File: src/rtl/rgx_pkg.sv
package rgx_pkg;

  typedef enum logic [1:0] {
    PM_QUAD  = 2'b00,
    PM_UPDN  = 2'b01,
    PM_PSIGN = 2'b10,
    PM_HOLD  = 2'b11
  } pmode_e;

  typedef struct packed {
    logic   gate_en;
    logic   wide;
    pmode_e mode;
  } cfg_t;

  typedef enum logic [1:0] {
    PH_IDLE = 2'b00,
    PH_CLR  = 2'b01,
    PH_SYNC = 2'b10,
    PH_RUN  = 2'b11
  } phase_e;

endpackage

File: src/rtl/rgx_rst_sync.sv
module rgx_rst_sync #(
  parameter int STAGES = 2
) (
  input  logic clk_i,
  input  logic arst_ni,
  output logic rst_no
);
  logic [STAGES-1:0] sync_q;

  always_ff @(posedge clk_i or negedge arst_ni) begin
    if (!arst_ni) sync_q <= '0;
    else          sync_q <= {sync_q[STAGES-2:0], 1'b1};
  end

  assign rst_no = sync_q[STAGES-1];
endmodule

File: src/rtl/rgx_ctrl.sv
module rgx_ctrl
  import rgx_pkg::*;
#(
  parameter int NCH  = 4,
  parameter int SELW = 2
) (
  input  logic            clk_i,
  input  logic            rst_ni,
  input  logic            start_i,
  input  logic            clr_cmd_i,
  input  logic            gate_i,
  input  cfg_t            cfg_i,
  input  logic [SELW-1:0] sel_i,
  output cfg_t            cfg_o,
  output logic [SELW-1:0] sel_o,
  output logic            zero_o,
  output logic            acc_en_o,
  output logic            en_o,
  output logic            clr_o,
  output logic            init_done_o,
  output logic            ack_o
);
  localparam logic [SELW:0] NCH_L = NCH[SELW:0];

  logic            start_q;
  phase_e          phase_q, phase_d;
  cfg_t            cfg_q;
  logic [SELW-1:0] sel_q;
  logic            rcmd_q, ack_q;
  logic            start_rise, sel_ok;

  assign start_rise = start_i & ~start_q;
  assign sel_ok     = ({1'b0, sel_i} < NCH_L);

  // next phase
  always_comb begin
    phase_d = phase_q;
    if (!start_i) begin
      phase_d = PH_IDLE;
    end else if (start_rise) begin
      phase_d = PH_CLR;
    end else begin
      case (phase_q)
        PH_CLR:  phase_d = PH_SYNC;
        PH_SYNC: phase_d = PH_RUN;
        PH_RUN:  phase_d = PH_RUN;
        default: phase_d = PH_IDLE;
      endcase
    end
  end

  // registers
  always_ff @(posedge clk_i or negedge rst_ni) begin
    if (!rst_ni) begin
      start_q <= 1'b0;
      phase_q <= PH_IDLE;
      cfg_q   <= '0;
      sel_q   <= '0;
      rcmd_q  <= 1'b0;
      ack_q   <= 1'b0;
    end else begin
      start_q <= start_i;
      phase_q <= phase_d;
      rcmd_q  <= clr_cmd_i;
      ack_q   <= rcmd_q;
      if (start_rise) begin
        cfg_q <= cfg_i;
        if (sel_ok) sel_q <= sel_i;
      end
    end
  end

  assign cfg_o       = cfg_q;
  assign sel_o       = sel_q;
  assign init_done_o = (phase_q == PH_RUN);
  assign clr_o       = (phase_q == PH_CLR) | rcmd_q;
  assign zero_o      = (phase_q == PH_CLR) | (phase_q == PH_SYNC) | rcmd_q;
  assign acc_en_o    = (phase_q == PH_RUN) & ~rcmd_q;
  assign en_o        = (phase_q == PH_RUN) & ~rcmd_q & (cfg_q.mode != PM_HOLD)
                     & (~cfg_q.gate_en | gate_i);
  assign ack_o       = ack_q;
endmodule

File: src/rtl/rgx_accum.sv
module rgx_accum #(
  parameter int CW = 16,
  parameter int OW = 32
) (
  input  logic          clk_i,
  input  logic          rst_ni,
  input  logic [CW-1:0] raw_i,
  input  logic          acc_en_i,
  input  logic          zero_i,
  input  logic          wide_i,
  output logic [OW-1:0] count_o
);
  localparam int XW = OW - CW;

  logic [CW-1:0] prev_q;
  logic [OW-1:0] ext_q, ext_d;
  logic [CW-1:0] delta;

  assign delta = raw_i - prev_q;

  always_comb begin
    ext_d = ext_q;
    if (zero_i)        ext_d = '0;
    else if (acc_en_i) ext_d = ext_q + {{XW{delta[CW-1]}}, delta};
  end

  always_ff @(posedge clk_i or negedge rst_ni) begin
    if (!rst_ni) begin
      prev_q <= '0;
      ext_q  <= '0;
    end else begin
      prev_q <= raw_i;
      ext_q  <= ext_d;
    end
  end

  assign count_o = wide_i ? ext_q : {{XW{ext_q[CW-1]}}, ext_q[CW-1:0]};
endmodule

File: src/rtl/rgx_extender.sv
module rgx_extender
  import rgx_pkg::*;
#(
  parameter int NCH  = 4,
  parameter int CW   = 16,
  parameter int OW   = 32,
  parameter int SELW = 2
) (
  input  logic              clk_i,
  input  logic              rst_ni,
  input  logic [NCH*CW-1:0] cnt_raw_i,
  input  logic [NCH-1:0]    cnt_busy_i,
  input  logic [NCH-1:0]    cnt_dir_i,
  input  logic              start_i,
  input  logic              clr_cmd_i,
  input  logic              gate_i,
  input  logic [SELW-1:0]   chan_sel_i,
  input  logic [3:0]        cfg_i,
  output logic              cnt_en_o,
  output logic              cnt_clr_o,
  output logic [1:0]        cnt_mode_o,
  output logic [OW-1:0]     count_o,
  output logic              counting_o,
  output logic              dir_o,
  output logic              init_done_o,
  output logic              clr_ack_o
);
  logic            rst_n;
  cfg_t            cfg_in, cfg_q;
  logic [SELW-1:0] sel_q;
  logic            zero, acc_en;
  logic [CW-1:0]   raw_sel;
  logic            bsy_sel, dir_sel;
  logic            wide_sel, gate_sel;

  assign cfg_in = cfg_t'(cfg_i);

  rgx_rst_sync #(.STAGES(2)) u_rst (
    .clk_i  (clk_i),
    .arst_ni(rst_ni),
    .rst_no (rst_n)
  );

  rgx_ctrl #(.NCH(NCH), .SELW(SELW)) u_ctrl (
    .clk_i      (clk_i),
    .rst_ni     (rst_n),
    .start_i    (start_i),
    .clr_cmd_i  (clr_cmd_i),
    .gate_i     (gate_i),
    .cfg_i      (cfg_in),
    .sel_i      (chan_sel_i),
    .cfg_o      (cfg_q),
    .sel_o      (sel_q),
    .zero_o     (zero),
    .acc_en_o   (acc_en),
    .en_o       (cnt_en_o),
    .clr_o      (cnt_clr_o),
    .init_done_o(init_done_o),
    .ack_o      (clr_ack_o)
  );

  // channel mux
  always_comb begin
    raw_sel = '0;
    bsy_sel = 1'b0;
    dir_sel = 1'b0;
    for (int i = 0; i < NCH; i++) begin
      if (sel_q == i[SELW-1:0]) begin
        raw_sel = cnt_raw_i[i*CW +: CW];
        bsy_sel = cnt_busy_i[i];
        dir_sel = cnt_dir_i[i];
      end
    end
  end

  assign wide_sel = cfg_q.wide;
  assign gate_sel = cfg_q.gate_en;

  rgx_accum #(.CW(CW), .OW(OW)) u_acc (
    .clk_i   (clk_i),
    .rst_ni  (rst_n),
    .raw_i   (raw_sel),
    .acc_en_i(acc_en),
    .zero_i  (zero),
    .wide_i  (wide_sel),
    .count_o (count_o)
  );

  assign cnt_mode_o = cfg_q.mode;
  assign counting_o = bsy_sel;
  assign dir_o      = dir_sel;
endmodule

File: config.mk
export PLATFORM = sky130hd
export DESIGN_NAME = rgx_extender
export DESIGN_NICKNAME = d
export VERILOG_FILES = /design/src/rtl/rgx_pkg.sv /design/src/rtl/rgx_rst_sync.sv /design/src/rtl/rgx_ctrl.sv /design/src/rtl/rgx_accum.sv /design/src/rtl/rgx_extender.sv
export SDC_FILE = /design/constraint.sdc
export NUM_CORES = 1
export LEC_CHECK = 0
export BUFFER_PORTS_ARGS = -buffer_cell sky130_fd_sc_hd__clkbuf_2
export CORE_AREA = 2 2 106 108
export DETAILED_ROUTE_END_ITERATION = 10
export DIE_AREA = 0 0 108 110
export PLACE_DENSITY = 0.89
export SYNTH_ARGS = -nofsm -noshare
export SYNTH_HDL_FRONTEND = slang
export SYNTH_SLANG_ARGS = --single-unit
File: constraint.sdc
create_clock -name clk_i -period 2.05 [get_ports clk_i]
set_clock_uncertainty 0.15 [all_clocks]
set_input_delay 0.41 -clock clk_i [delete_from_list [all_inputs] [get_ports clk_i]]
set_output_delay 0.41 -clock clk_i [all_outputs]
set_load 0.01 [all_outputs]
==> results of run 1 <==
-- cell usage in the layout, fill, tap and decap left out, types with 3 or more instances in the layout --
master	instances
a211o_1	3
a21boi_2	4
a21o_1	17
a21oi_1	13
a21oi_2	16
a21oi_4	3
a31oi_4	3
buf_4	186
buf_6	28
clkbuf_2	120
clkbuf_8	10
dfrtp_1	57
dfrtp_2	4
ha_1	34
ha_2	3
ha_4	19
inv_1	24
inv_4	3
mux2_2	6
mux2i_1	20
mux4_2	18
nand2_1	58
nand3_1	3
nand4_1	3
nor2_1	51
nor2_2	12
nor2_4	3
nor2b_1	4
nor2b_4	4
nor3_1	6
o211ai_1	3
o21a_1	11
o21ai_0	6
o21ai_2	9
o31a_1	4
xnor2_1	17
xnor2_2	5
xor2_1	10
-- final timing paths --
kind                                                  start  slack [ns]                           to  cells after the start
worst max-delay path            u_ctrl.sel_o[0]$_DFFE_PN0P_       -3.86  u_acc.ext_q[31]$_DFFE_PN0P_                     22
worst min-delay path                              clr_cmd_i       0.004      u_ctrl.rcmd_q$_DFF_PN0_                      1
worst max register to register  u_ctrl.sel_o[0]$_DFFE_PN0P_       -3.86  u_acc.ext_q[31]$_DFFE_PN0P_                     22
worst min register to register    u_rst.sync_q[1]$_DFF_PN0_        0.14    u_acc.prev_q[5]$_DFF_PN0_                      1
max in group asynchronous         u_rst.sync_q[1]$_DFF_PN0_        1.31  u_ctrl.cfg_o[2]$_DFFE_PN0P_                      1
min in group asynchronous         u_rst.sync_q[1]$_DFF_PN0_        0.14    u_acc.prev_q[5]$_DFF_PN0_                      1
-- layer usage --
metal | up-vias | global-route usage, % | share of wire [%]
li1 | 2629 | - | -
met2 | 547 | 67.2 | 48
met4 | 2 | 26.4 | 11
met3 | 241 | 7.82 | 9.8
met5 | - | 0 | 0.059
met1 | 3063 | 35.1 | 31
-- layout make-up --
class,instances,area [um^2]
Clock inverter,4,47.5
Multi-Input combinational cell,440,4250
Sequential cell,61,1530
Inverter,29,116
Tap cell,140,175
Fill cell,546,2010
Timing Repair Buffer,341,2420
Clock buffer,12,145
-- cell families after synthesis --
logic type                 Yosys count  synth area share (%)
AOI/OAI and AO/OA                  131                  17.1
xor gates and xnor gates            35                  6.11
adders and majority gates           58                  14.1
buffers and inverters               69                  6.30
DFF                                 61                  29.1
muxes                               44                  12.8
other                                1                0.0715
and+or+nand+nor                    171                  14.3
-- cells in the mapped netlist (8+ instances only) --
cell | number | area share [%]
inv_1 | 29 | 2.1
nor2_1 | 66 | 4.7
a21o_1 | 18 | 2.6
nor2b_1 | 9 | 1.1
a21boi_0 | 8 | 1.1
dfrtp_1 | 61 | 29
nor3_1 | 9 | 0.86
a21oi_1 | 31 | 3.0
nand2_1 | 60 | 4.3
ha_1 | 56 | 13
mux2i_1 | 20 | 3.8
xor2_1 | 12 | 2.0
mux4_2 | 18 | 7.7
buf_4 | 18 | 2.6
o21ai_0 | 17 | 1.6
clkbuf_1 | 14 | 1.0
xnor2_1 | 22 | 3.7
o21a_1 | 11 | 1.6
-- state kept, by name (all words and copies together) (netlist names) --
register / flops
u_acc.ext_q: 32
u_acc.prev_q: 16
u_ctrl.ack_o: 1
u_ctrl.cfg_o: 4
u_ctrl.phase_q: 2
u_ctrl.rcmd_q: 1
u_ctrl.sel_o: 2
u_ctrl.start_q: 1
u_rst.sync_q: 2
-- per-stage QoR --
step / setup WS, ns / util (%) / TNS [ns] / cells
3_5_place_dp: -3.45 / 68.2 / -78.91 / 959
4_1_cts: -3.12 / 76.3 / -74.98 / 1009
3_3_place_gp: -3.11 / 68.2 / -71.20 / 959
5_1_grt: -4.04 / 81.2 / -93.77 / 1027
2_1_floorplan: -3.03 / - / -64.44 / 570
6_report: -3.86 / 81.2 / -89.64 / 1027
-- worst max-delay path: cells and delay by family, from the launching register on --
family | cells | cell delay (ns)
mux | 1 | 0.54
compound gates | 10 | 2.48
simple gates | 1 | 0.32
flops | 1 | 0.47
fa+ha+maj | 2 | 0.61
buf+inv | 6 | 0.83
xor+xnor | 2 | 0.42
-- what timing repair did --
item	CTS	global route
hold buffers	1	0
hold endpoints to repair	2	0
gates cloned	1	1
setup endpoints to repair	51	52
pin swaps	33	48
buffers inserted	33	28
resized for setup	76	89
-- power breakdown --
| part | total (uW) | switching [uW] | internal, uW |
|---|---|---|---|
| combinational | 7670 | 3770 | 3900 |
| clock | 1170 | 573 | 592 |
| sequential | 1380 | 84.2 | 1300 |
==> qor.yml, run 1 <==
run_status:
  outcome: "complete, but fails checks"
  violations: "setup timing"
yosys:
  yosysSeqAreaShare_pct: 29.1
  synth-async-reset-ratio_pct: 100
  synth-seq-cells: 61
  netlist_area_um2: 5250
  ys_types: 58
  synth-edff-count: 0
  syn_area_per_cell_um2: 9.20
  ys.flop_type: "dfrtp_1"
  syn_inst: 570
  syn-num-nets: 711
  yosys_warnings: 0
sta:
  min_period_ns: 5.91
  worstMarginPinSlew_ns: 0.854
  whs_ns: 0.00385
  max_freq_mhz: 169
  fin_crit_sh_pct: 288
  rsz0062_at_grt: "yes"
  finalWorstSetupSlack_ns: -3.86
  maxSlewHeadroom_pct: 43.1
  maxSlewViolCount: 0
  hold_viol_final: 0
  setup_viol: 34
clock_tree:
  cts-root-buf: "clkbuf_8"
  cts_buffers: 9
  clock-sinks: 61
  cts_tree: "yes"
  clock_latency_ns: 0.38
  clockBufferDepth: 2
  cts.htree.levels: 3
  clk_pin_slew_ns: 0.08
setup_path:
  startpoint_type: "flop"
  cp_cell_sequence: "buf_8 > buf_6 > mux4_2 > ha_4 > a21o_1 > a21oi_1 > a221oi_4 > a211o_1 > a21oi_4 > xor2_4 > buf_6 > buf_8 > buf_4 > ha_1 > o211ai_1 > buf_4 > a21oi_2 > a211oi_2 > o41ai_2 > xnor3_1 > or3_1 > a21oi_1"
  worstSetupPathType: "flop to flop"
  required_ns: 2.21
  critPathMaxStageDelay_ns: 0.71
  cp_max_fo: 6
  arrival_ns: 6.07
  end_kind: "flop"
  critPathSlowestCell: "a21oi_1"
run:
  cap_violations: 0
pwr:
  finalPower_uw: 10200
  leakagePower_uw: 0.00440
  ir_drop_mv: 0.781
  powerDensity_nw_per_um2: 1180
finish:
  nNetsFinal: 1023
  n_antenna_cell: 0
  syn2layout_area_growth_pct: 65.6
  design_area_um2: 8690
  drive_above_1_share_pct: 57.6
drt:
  vias_per_cell: 6.31
  routed_wl_mm: 25.5
  initialDrtViolationCount: 540
  vias: 6482
  firstDrtPassIters: 5
  wl_per_cell_um: 24.8
  drc_errors: 0
  final_antenna_net_count: 0
global_routing:
  grt_usage_pct: 36.1
  grt_pass1_vias: 6658
  grt_pass1_wl_mm: 32.4
  grt_start_max_net_pins: 60
  antenna_found_initial: 1
  gr-total-overflow: 0
hold_path:
  min_path_type: "input pin to flop"
die:
  pin_count: 123
  row_count: 38
  fp.dieW_um: 108
  fp.dieArea_um2: 11900
  chipHeight_um: 110
  start_util_pct: 49.0
  coreArea_um2: 10700
placement:
  finalWeightedCongestion: 0.950
  placed_area_um2: 7300
  io_buffers: 122
  dpl.hpwl_mm: 12.9
(Power assumes the default switching activity.)
==> run 2, diff against run 1 <==
PLACE_DENSITY = 0.77   (was 0.89)
SETUP_SLACK_MARGIN = 0.5   (was unset)
==> qor.yml, run 2 (synthesis results as in run 1) <==
run_status:
  outcome: "complete, but fails checks"
  violations: "setup timing"
clock_tree:
  cts.htree.levels: 3
  clockBufferDepth: 2
  cts-root-buf: "clkbuf_8"
  cts_tree: "yes"
  clock_latency_ns: 0.36
  clk_pin_slew_ns: 0.07
  cts_buffers: 9
  clock-sinks: 61
sta:
  finalWorstSetupSlack_ns: -3.17
  maxSlewViolCount: 0
  max_freq_mhz: 191
  fin_crit_sh_pct: 255
  rsz0062_at_grt: "yes"
  min_period_ns: 5.22
  whs_ns: 0.0108
  setup_viol: 34
  hold_viol_final: 0
  fin_tns_setup_ns: -76.05
placement:
  dpl.hpwl_mm: 11.9
  placed_area_um2: 7430
  post-place-cells: 960
  finalWeightedCongestion: 0.911
  io_buffers: 122
drt:
  vias: 5602
  firstDrtPassIters: 4
  initialDrtViolationCount: 320
  final_antenna_net_count: 0
  drc_errors: 0
  vias_per_cell: 5.54
  routed_wl_mm: 18.2
  wl_per_cell_um: 18.0
pwr:
  power_frac_seq_pct: 15.3
  ir_drop_mv: 0.588
  powerDensity_nw_per_um2: 1020
  clockPowerShare_pct: 12.3
  swShare_pct: 40.8
  netSwitchingPower_uw: 3640
  pwr-share-comb_pct: 72.3
  internal_power_uw: 5280
  leakagePower_uw: 0.00438
setup_path:
  required_ns: 2.15
  worstSetupPathType: "flop to flop"
  arrival_ns: 5.32
  cp_max_fo: 13
  end_kind: "flop"
  startpoint_type: "flop"
die:
  fp.dieArea_um2: 11900
  chipHeight_um: 110
  row_count: 38
  coreArea_um2: 10700
  fp.dieW_um: 108
  start_util_pct: 49.0
  pin_count: 123
finish:
  n_antenna_cell: 0
  layout_commonest_cell: "buf_4"
  drive_above_1_share_pct: 56.2
  final_cell_mix: "buf_4, clkbuf_2, buf_6, nor2_1, dfrtp_1"
  max_flop_register: "u_acc.ext_q"
  fin_util_pct: 82.2
  design_area_um2: 8790
  syn2layout_area_growth_pct: 67.5
  instances_no_fill: 1012
  nNetsFinal: 1008
  largest_reg_flops: 32
hold_path:
  min_path_type: "input pin to flop"
global_routing:
  grt_start_max_net_pins: 60
  grt_usage_pct: 29.4
  gr-total-overflow: 0
  antenna_found_initial: 0
  grt_pass1_vias: 5920
  grt_pass1_wl_mm: 27.0
run:
  cap_violations: 0
-- run 2: cell types whose count changed in the layout (fill, tap and decap cells not counted), sizes merged --
cell	delta
buf	+19
clkinv	+2
nand2b	+1
clkbuf	-36
clkinvlp	-1
-- run 2: critical path: stages (launching register included) --
cell	delay (ns)
dfrtp_2	0.44
mux4_2	0.58
ha_4	0.23
nor2b_4	0.12
o31a_1	0.29
o41ai_4	0.28
a221oi_2	0.15
a211o_1	0.32
a21oi_4	0.27
xor2_4	0.19
buf_12	0.17
buf_6	0.11
ha_4	0.18
and2_4	0.13
a221o_1	0.33
a221oi_2	0.31
a21boi_1	0.13
o31a_1	0.32
o21ai_1	0.17
mux2i_1	0.19
nand2_1	0.06
-- run 2: stage by stage --
step           setup slack [ns]  total power, uW
2_1_floorplan             -3.02             4460
3_3_place_gp              -3.18             6300
3_5_place_dp              -3.35             6560
4_1_cts                   -3.15             8260
5_1_grt                   -3.47             9440
6_report                  -3.17             8920
-- run 2: timing repair --
item,in CTS,in global routing
setup endpoints to repair,76,77
pin swaps,34,30
hold endpoints to repair,2,0
gates cloned,1,0
gates resized for setup,110,113
buffers inserted,17,17
hold buffers,1,0
-- run 2: worst paths after layout --
check,startpoint,endpoint,slack [ns],depth (start not counted)
max,u_ctrl.sel_o[0]$_DFFE_PN0P_,u_acc.ext_q[30]$_DFFE_PN0P_,-3.17,20
min,clr_cmd_i,u_ctrl.rcmd_q$_DFF_PN0_,0.01,1
max reg2reg,u_ctrl.sel_o[0]$_DFFE_PN0P_,u_acc.ext_q[30]$_DFFE_PN0P_,-3.17,20
min reg2reg,u_rst.sync_q[1]$_DFF_PN0_,u_acc.ext_q[12]$_DFFE_PN0P_,0.11,1
max in group asynchronous,u_rst.sync_q[1]$_DFF_PN0_,u_ctrl.sel_o[0]$_DFFE_PN0P_,1.30,1
min in group asynchronous,u_rst.sync_q[1]$_DFF_PN0_,u_acc.ext_q[12]$_DFFE_PN0P_,0.11,1
-- run 2: power by group through the flow --
stage               registers [uW]  clock network, uW  logic (uW)
floorplan                     1380                  0        3090
global placement              1370                  0        4930
detailed placement            1380                  0        5180
CTS                           1360               1120        5780
global route                  1380               1160        6900
finish                        1370               1100        6450
-- run 2: final cells by class --
type	instances	area, um^2
Multi-Input combinational cell	441	4150
Timing Repair Buffer	325	2620
Sequential cell	61	1530
Tap cell	140	175
Inverter	29	119
Clock inverter	5	50.0
Clock buffer	11	141
Fill cell	595	1910
-- run 2: per-layer routing --
layer / global-route usage [%] / vias to the layer above / share of wire (%) / wire length, um
li1: - / 2615 / - / -
met1: 30.4 / 2677 / 36 / 6460
met2: 57.2 / 244 / 54 / 9810
met3: 5.82 / 66 / 6.4 / 1170
met4: 13.4 / 0 / 4.0 / 729
met5: 0 / - / 0 / 0
==> run 3, diff against run 2 <==
CELL_PAD_IN_SITES_DETAIL_PLACEMENT = 0   (was unset)
CELL_PAD_IN_SITES_GLOBAL_PLACEMENT = 2   (was unset)
CORE_AREA = 2 2 136 138   (was 2 2 106 108)
DIE_AREA = 0 0 138 140   (was 0 0 108 110)
PLACE_DENSITY = unset   (was 0.77)
PLACE_DENSITY_LB_ADDON = 0.1   (was unset)
==> qor.yml, run 3 (synthesis results as in run 1) <==
setup_path:
  critPathMaxStageDelay_ns: 0.57
  r2r_cells: 19
  cp_cell_sequence: "mux4_2 > ha_4 > nor2b_4 > o31a_1 > o41ai_4 > a221oi_2 > a211o_1 > a21oi_4 > xor2_4 > buf_6 > ha_4 > and2_4 > a221o_1 > a221oi_2 > a21boi_2 > o31a_1 > o31ai_4 > nand2_1 > o311ai_2"
  worstSetupPathType: "flop to flop"
  end_kind: "flop"
  reg2reg_from: "u_ctrl.sel_o[0]$_DFFE_PN0P_"
  arrival_ns: 5.34
  cp_max_fo: 5
  startpoint_type: "flop"
  r2r_slack_ns: -3.20
  critPathSlowestCell: "mux4_2"
  required_ns: 2.14
  r2r-end: "u_acc.ext_q[24]$_DFFE_PN0P_"
die:
  chipHeight_um: 140
  start_util_pct: 29.5
  fp.dieW_um: 138
  coreArea_um2: 17800
  fp.dieArea_um2: 19300
  pin_count: 123
  row_count: 49
clock_tree:
  cts-root-buf: "clkbuf_16"
  cts_buffers: 9
  clk_pin_slew_ns: 0.06
  clockBufferDepth: 2
  cts_tree: "yes"
  clock-sinks: 61
  cts.htree.levels: 3
  clock_latency_ns: 0.35
drt:
  final_antenna_net_count: 0
  vias_per_cell: 4.75
  routed_wl_mm: 17.1
  vias: 5430
  initialDrtViolationCount: 108
  drc_errors: 0
  firstDrtPassIters: 5
  wl_per_cell_um: 14.9
global_routing:
  grt_pass1_vias: 5653
  grt_start_max_net_pins: 39
  antenna_found_initial: 0
  grt_pass1_wl_mm: 27.3
  grt_usage_pct: 17.4
  gr-total-overflow: 0
finish:
  nNetsFinal: 1050
  fillers: 1591
  final_cell_mix: "buf_4, buf_6, clkbuf_2, nor2_1, dfrtp_1"
  max_flop_register: "u_acc.ext_q"
  n_antenna_cell: 0
  largest_reg_flops: 32
  syn2layout_area_growth_pct: 84.1
  drive_above_1_share_pct: 59.5
  layout_commonest_cell: "buf_4"
pwr:
  leakagePower_uw: 0.00470
  powerDensity_nw_per_um2: 1010
  ir_drop_mv: 0.511
hold_path:
  worstHoldStart: "clr_cmd_i"
  hold_depth: 1
  min_path_type: "input pin to flop"
  min_to: "u_ctrl.rcmd_q$_DFF_PN0_"
sta:
  worstMarginPinSlew_ns: 0.496
  min_period_ns: 5.25
  maxSlewHeadroom_pct: 66.7
  hold_viol_final: 0
  rsz0062_at_grt: "yes"
  fin_crit_sh_pct: 256
  maxSlewViolCount: 0
  max_freq_mhz: 190
  finalWorstSetupSlack_ns: -3.20
  whs_ns: 0.0271
  setup_viol: 34
run_status:
  violations: "setup timing"
  outcome: "complete, but fails checks"
placement:
  io_buffers: 122
  dpl.hpwl_mm: 12.6
  finalWeightedCongestion: 0.884
  place_ws_ns: -3.56
run:
  cap_violations: 0
-- run 3: through the flow --
step | total power [uW] | setup TNS, ns | utilization (%) | std cells | area [um^2]
after CTS | 9240 | -77.94 | 50.0 | 1118 | 8900
after global placement | 6560 | -76.35 | 43.0 | 1062 | 7650
after global routing | 10400 | -84.59 | 54.3 | 1142 | 9660
final | 9710 | -77.79 | 54.3 | 1142 | 9660
after detailed placement | 6620 | -78.70 | 43.0 | 1062 | 7650
after floorplan | 4460 | -64.55 | - | 570 | 5680
-- run 3: layout make-up --
cell class | instances | area (um^2) | area share (%)
clock buffer | 11 | 243 | 2.51
inverter | 29 | 116 | 1.20
tap | 229 | 287 | 2.97
timing repair buffer | 368 | 3090 | 32.0
clock inverter | 4 | 48.8 | 0.505
multi-input combinational | 440 | 4340 | 45.0
sequential | 61 | 1530 | 15.9
-- run 3: metal layers --
| layer | track usage (%) | share of wire (%) | vias to the layer above |
|---|---|---|---|
| met3 | 3.01 | 4.1 | 20 |
| li1 | - | - | 2686 |
| met1 | 20.3 | 43 | 2594 |
| met2 | 32.2 | 51 | 130 |
| met4 | 6.23 | 1.5 | 0 |
| met5 | 0 | 0 | - |
-- run 3: power by group --
group          internal, uW  switching [uW]  total [uW]  leakage, uW
registers              1300            60.7        1360     0.000783
logic                  3790            3000        6790      0.00377
clock network           966             600        1570     0.000145
-- run 3: worst max-delay path by stage --
stage | endpoint | slack, ns | depth (start not counted) | startpoint
after CTS | u_acc.ext_q[31]$_DFFE_PN0P_ | -3.20 | 23 | u_ctrl.sel_o[0]$_DFFE_PN0P_
after global placement | u_acc.ext_q[31]$_DFFE_PN0P_ | -3.45 | 22 | u_ctrl.sel_o[0]$_DFFE_PN0P_
after floorplan | u_acc.ext_q[28]$_DFFE_PN0P_ | -3.02 | 21 | u_ctrl.sel_o[0]$_DFFE_PN0P_
final | u_acc.ext_q[24]$_DFFE_PN0P_ | -3.20 | 19 | u_ctrl.sel_o[0]$_DFFE_PN0P_
after detailed placement | u_acc.ext_q[31]$_DFFE_PN0P_ | -3.56 | 22 | u_ctrl.sel_o[0]$_DFFE_PN0P_
after global routing | u_acc.ext_q[24]$_DFFE_PN0P_ | -3.44 | 22 | u_ctrl.sel_o[0]$_DFFE_PN0P_
-- run 3: timing repair --
action,CTS,global route
hold buffers,1,0
setup endpoints to repair,77,77
gates resized for setup,131,133
hold endpoints to repair,2,0
pin swaps,52,55
gates cloned,0,2
buffers inserted,40,22
-- run 3: critical path: cells and delay by family, from the launching register on --
| kind | cells | cell delay (ns) |
|---|---|---|
| and+or+nand+nor | 3 | 0.35 |
| AOI/OAI and AO/OA | 11 | 2.83 |
| xor gates and xnor gates | 1 | 0.24 |
| muxes | 1 | 0.57 |
| DFF | 1 | 0.44 |
| buffers and inverters | 1 | 0.14 |
| adders and majority gates | 2 | 0.42 |
